**src/rtl/dpc_pkg.sv**
```systemverilog
package dpc_pkg;
  typedef enum logic [1:0] {
    OWN_NONE  = 2'd0,
    OWN_LEFT  = 2'd1,
    OWN_RIGHT = 2'd2
  } owner_t;

  localparam int NPORT = 2;
  localparam int PL = 0;
  localparam int PR = 1;
endpackage

```
**src/rtl/dpc_track.sv**
```systemverilog
// Per-port history: flags a port that keeps the same enabled address
// across consecutive edges ("settled").
module dpc_track #(
  parameter int AW = 16
) (
  input  logic          clk,
  input  logic          rst,
  input  logic          en,
  input  logic [AW-1:0] addr,
  output logic          settled
);
  logic          en_q;
  logic [AW-1:0] addr_q;

  always_ff @(posedge clk) begin
    if (rst) begin
      en_q   <= 1'b0;
      addr_q <= '0;
    end else begin
      en_q   <= en;
      addr_q <= addr;
    end
  end

  assign settled = en && en_q && (addr == addr_q);
endmodule

```
**src/rtl/dpc_owner.sv**
```systemverilog
// Ownership state: who holds the contested location.
module dpc_owner
  import dpc_pkg::*;
(
  input  logic             clk,
  input  logic             rst,
  input  logic             is_master,
  input  logic             hit,
  input  logic [NPORT-1:0] settled,
  output owner_t           own_q,
  output owner_t           own_nx
);
  always_comb begin
    own_nx = OWN_NONE;
    if (is_master && hit) begin
      if (own_q != OWN_NONE)
        own_nx = own_q;
      else if (settled[PR] && !settled[PL])
        own_nx = OWN_RIGHT;
      else
        own_nx = OWN_LEFT;
    end
  end

  always_ff @(posedge clk) begin
    if (rst) own_q <= OWN_NONE;
    else     own_q <= own_nx;
  end
endmodule

```
**src/rtl/dpc_wgate.sv**
```systemverilog
// Write qualification for each port.
module dpc_wgate #(
  parameter int NP = 2
) (
  input  logic          is_master,
  input  logic [NP-1:0] we,
  input  logic [NP-1:0] en,
  input  logic [NP-1:0] lose_nx,
  input  logic [NP-1:0] ext_busy_n,
  output logic [NP-1:0] wr_ok
);
  for (genvar i = 0; i < NP; i++) begin : g_port
    always_comb begin
      if (is_master) wr_ok[i] = we[i] & en[i] & ~lose_nx[i];
      else           wr_ok[i] = we[i] & en[i] & ext_busy_n[i];
    end
  end
endmodule

```
**src/rtl/dp_collide_arb.sv**
```systemverilog
module dp_collide_arb
  import dpc_pkg::*;
#(
  parameter int AW = 16
) (
  input  logic          clk,
  input  logic          rst,
  input  logic          mode_master,
  input  logic [AW-1:0] l_addr,
  input  logic          l_en,
  input  logic          l_we,
  input  logic [AW-1:0] r_addr,
  input  logic          r_en,
  input  logic          r_we,
  input  logic          l_busy_in_n,
  input  logic          r_busy_in_n,
  output logic          l_busy_n,
  output logic          r_busy_n,
  output logic          l_wr_ok,
  output logic          r_wr_ok
);
  logic [AW-1:0]    addr_a [NPORT];
  logic [NPORT-1:0] en_v, we_v, settled, lose_nx, ext_n, wr_v;
  logic             hit;
  owner_t           own_q, own_nx;

  assign addr_a[PL] = l_addr;
  assign addr_a[PR] = r_addr;
  assign en_v  = {r_en, l_en};
  assign we_v  = {r_we, l_we};
  assign ext_n = {r_busy_in_n, l_busy_in_n};

  for (genvar p = 0; p < NPORT; p++) begin : g_trk
    dpc_track #(.AW(AW)) u_trk (
      .clk(clk), .rst(rst), .en(en_v[p]), .addr(addr_a[p]), .settled(settled[p])
    );
  end

  assign hit = l_en && r_en && (l_addr == r_addr);

  dpc_owner u_own (
    .clk(clk), .rst(rst), .is_master(mode_master), .hit(hit),
    .settled(settled), .own_q(own_q), .own_nx(own_nx)
  );

  assign lose_nx[PL] = (own_nx == OWN_RIGHT);
  assign lose_nx[PR] = (own_nx == OWN_LEFT);

  dpc_wgate #(.NP(NPORT)) u_wg (
    .is_master(mode_master), .we(we_v), .en(en_v), .lose_nx(lose_nx),
    .ext_busy_n(ext_n), .wr_ok(wr_v)
  );

  assign l_wr_ok  = wr_v[PL];
  assign r_wr_ok  = wr_v[PR];
  assign l_busy_n = (own_q != OWN_RIGHT);
  assign r_busy_n = (own_q != OWN_LEFT);

  // ---------------- assertions ----------------
  assert_one_busy_R9: assert property (@(posedge clk) disable iff (rst)
    (l_busy_n || r_busy_n));

  assert_reset_idle_R1: assert property (@(posedge clk) disable iff (rst)
    $past(rst) |-> (l_busy_n && r_busy_n));

  assert_release_R3: assert property (@(posedge clk) disable iff (rst)
    !hit |=> (l_busy_n && r_busy_n));

  assert_hold_R6: assert property (@(posedge clk) disable iff (rst)
    (mode_master && hit && !(l_busy_n && r_busy_n)) |=> ($stable(l_busy_n) && $stable(r_busy_n)));

  assert_gate_left_R7: assert property (@(posedge clk) disable iff (rst)
    (mode_master && hit && !l_busy_n) |-> !l_wr_ok);

  assert_gate_right_R7: assert property (@(posedge clk) disable iff (rst)
    (mode_master && hit && !r_busy_n) |-> !r_wr_ok);

  assert_slave_gate_R8: assert property (@(posedge clk) disable iff (rst)
    (!mode_master && (!l_busy_in_n || !r_busy_in_n)) |->
      ((l_busy_in_n || !l_wr_ok) && (r_busy_in_n || !r_wr_ok)));
endmodule

```
**config.mk**
```make
export PLATFORM = sky130hd
export DESIGN_NAME = dp_collide_arb
export DESIGN_NICKNAME = d
export VERILOG_FILES = /design/src/rtl/dpc_pkg.sv /design/src/rtl/dpc_track.sv /design/src/rtl/dpc_owner.sv /design/src/rtl/dpc_wgate.sv /design/src/rtl/dp_collide_arb.sv
export SDC_FILE = /design/constraint.sdc
export NUM_CORES = 1
export LEC_CHECK = 0
export BUFFER_PORTS_ARGS = -buffer_cell sky130_fd_sc_hd__buf_4
export CORE_UTILIZATION = 40
export DETAILED_ROUTE_END_ITERATION = 10
export HOLD_SLACK_MARGIN = 0.05
export PLACE_DENSITY = 0.74
export SKIP_LAST_GASP = 1
export SLEW_MARGIN = 30
export SYNTH_ARGS = -nofsm -noshare
export SYNTH_HDL_FRONTEND = slang
export SYNTH_HIERARCHICAL = 1
export SYNTH_SLANG_ARGS = --single-unit
```
**constraint.sdc**
```tcl
create_clock -name clk -period 2.4 [get_ports clk]
set_input_delay 0.24 -clock clk [delete_from_list [all_inputs] [get_ports clk]]
set_output_delay 0.24 -clock clk [all_outputs]
set_load 0.01 [all_outputs]
```
==> flow_metrics.py <==
metrics = {
    "floorplanning": {
        "die_h_um": 65.77,
        "core_mm2": 0.003771,
        "num_rows": 22,
        "die_area_mm2": 0.004326,
        "die_x_um": 65.77,
        "start_util_pct": 43.13,
        "io_pins": 45,
    },
    "synth": {
        "synth_edf_count": 0,
        "synth_cell_types": 25,
        "synth_top_area_share_pct": 44.31,
        "synth-main-ff-cell": "dfxtp_1",
        "yosys.cell_count.top_type": "xnor2_1",
        "yosysSeqAreaShare_pct": 44.31,
        "synth_area_mm2": 0.001627,
        "ys_ff_latch": 36,
        "yosys-top-cells-area": "dfxtp_1 (44%), xnor2_1 (20%), nor2b_1 (14%)",
        "synth_warnings": 6,
        "syn-num-nets": 200,
        "synth_largest_area_cell": "dfxtp_1",
        "ys_top_cells_by_count": "xnor2_1 (37), dfxtp_1 (36), nor2b_1 (36)",
        "syn_inst": 159,
        "synthArstFlopShare_pct": 0,
        "avgSynthCellArea_um2": 10.23,
    },
    "timing": {
        "post-route-min-period_ps": 2755,
        "finalClockSkew_ps": 6.548,
        "hold_viol_final": 0,
        "worst_slew_pin_slew_ps": 375.7,
        "worst_slack_ps": -355.5,
        "maxSlewViolCount": 0,
        "max_slew_margin_pct": 74.96,
        "finalSetupViolCount": 2,
        "max_clock_freq_mhz": 362.9,
        "period_share_pct": 114.8,
        "rsz0062_at_grt": "true",
    },
    "finish": {
        "fin_cells": 277,
        "nets": 269,
        "drive_gt1_share_pct": 40.17,
        "synthToLayoutAreaGrowth_pct": 45.54,
        "n_antenna_cell": 0,
    },
    "detailed_routing": {
        "wl_per_cell_um": 11.76,
        "num_vias": 1286,
        "drt_wl_total_um": 3257,
        "drtIter0Drc": 48,
        "drtPass1Iterations": 4,
        "drc": 0,
        "viasPerCell": 4.643,
        "antenna_left": 0,
    },
    "setup_path": {
        "worstSetupStartpointType": "flop",
        "crit_path_end_kind": "output port",
        "cp.arrival_ps": 2520,
        "path_max_fanout": 2,
        "cp_num_cells": 11,
        "critical-path-top-delay-family": "simple AND/OR/NAND/NOR gates",
        "required_ps": 2160,
        "crit_chain": "xnor2_1 -> nand4_1 -> or4_4 -> nor4_4 -> nand2b_4 -> o21a_1 -> nor2_2 -> nor2b_1 -> or2b_1 -> a21oi_2 -> buf_4",
        "crit_type": "flop to output port",
        "max_stage_delay_ps": 540,
        "ff2ff_path_depth": 10,
        "worstPathBufferInverterCount": 1,
        "slowest_stage": "or4_4",
    },
    "pwr": {
        "total_power_mw": 1.441,
        "peakVddDrop_v": 0.0004257,
        "leakage_nw": 0.9502,
        "power_density_mw_per_mm2": 608.6,
    },
    "place": {
        "hpwl_um": 2476,
        "dp_cells": 267,
        "io_buffers": 44,
        "gp_congestion": 0.6833,
    },
    "clocking": {
        "clock_sinks": 36,
        "path_clk_slew_ps": 70,
        "htreeDepth": 2,
        "clock_latency_ps": 280,
        "cts_buffers": 5,
        "clock_path_buffers": 2,
        "cts_tree": "built",
        "cts-root-buf": "clkbuf_8",
    },
    "global_route": {
        "grt_max_degree": 37,
        "gr-total-overflow": 0,
        "grt_pass1_vias": 1165,
        "antenna_found_initial": 0,
        "grt_util_all_layers_pct": 16.36,
        "grt_pass1_wl_um": 5237,
    },
    "run_status": {
        "failed_checks": "setup timing",
        "status": "complete, but fails checks",
    },
    "min_path": {
        "hp-class": "primary input to flop",
        "hold_depth": 2,
    },
    "run": {
        "maxCapViolCount": 0,
    },
}
-- state kept, by name, indices dropped and copies added, names as in the netlist --
register	cells
g_trk.u_trk/addr_q	32
g_trk.u_trk/en_q	2
u_own/own_q	2
-- kinds of logic (layout without fill, tap and decap cells) --
| kind of cell | count (synthesis) | in the layout | synth area share [%] |
|---|---|---|---|
| buffers and inverters | 4 | 74 | 0.9228 |
| flip-flops | 36 | 36 | 44.31 |
| XOR/XNOR | 47 | 47 | 25.31 |
| AO/OA/AOI/OAI | 6 | 6 | 2.846 |
| AND/OR/NAND/NOR | 66 | 66 | 26.62 |
-- path summary, 6_finish.rpt --
check / endpoint / slack (ps) / start
worst max-delay path: r_wr_ok / -360 / g_trk[1].u_trk/addr_q[11]
worst min-delay path: g_trk[0].u_trk/addr_q[13] / 190 / l_addr[13]
worst max register to register: u_own/own_q[1] / 230 / g_trk[1].u_trk/addr_q[11]
worst min register to register: u_own/own_q[0] / 660 / u_own/own_q[0]
-- metrics by stage --
stage	setup TNS (ps)	worst slack (ps)	cell area, µm²	hold WS, ps	util [%]
finish	-681.4	-355.5	2367	185.3	62.77
CTS	-786.5	-446.7	2316	178.7	61.41
global placement	-299.5	-200.2	2145	474.0	56.87
floorplan	0	75.48	1627	309.7	-
detailed placement	-388.0	-250.4	2145	484.6	56.87
global route	-934.0	-476.8	2367	195.4	62.77
-- layout make-up --
cell class,instances,area (µm²)
multi-input combinational,119,967.2
clock inverter,1,30.03
clock buffer,7,96.34
timing repair buffer,64,480.5
fill,319,1404
tap,48,60.06
sequential,36,725.7
inverter,2,7.507
-- metal layers --
metal  up-vias  global-route usage (%)  routed length (µm)
met4         0                   7.065                  51
met5         -                       0                   0
li1        653                       -                   -
met3         8                   5.862                 212
met2        45                   25.00                1508
met1       580                   20.53                1484
-- timing repair --
item,CTS,global route
pin swaps,16,17
hold buffers,0,0
setup buffers,1,1
endpoints found under the setup margin,2,2
resized for setup,7,9
-- power breakdown --
group | switching (mW) | leakage, nW | internal (mW)
clock | 0.206 | 0.0645 | 0.366
sequential | 0.0137 | 0.301 | 0.629
combinational | 0.0925 | 0.585 | 0.134
-- cell usage in the layout (no fill, tap or decap), types with 2 or more instances in the layout --
cell type,count
nor2_1,2
xnor2_2,5
dfxtp_1,32
xor2_1,10
nand4_1,7
nor4_4,2
nor2b_1,36
nand2_1,4
dfxtp_2,4
nand2b_1,3
or4_4,2
xnor2_1,32
buf_4,64
clkbuf_8,7
nand3_1,2
No activity file was read; power rests on OpenSTA's default activity.
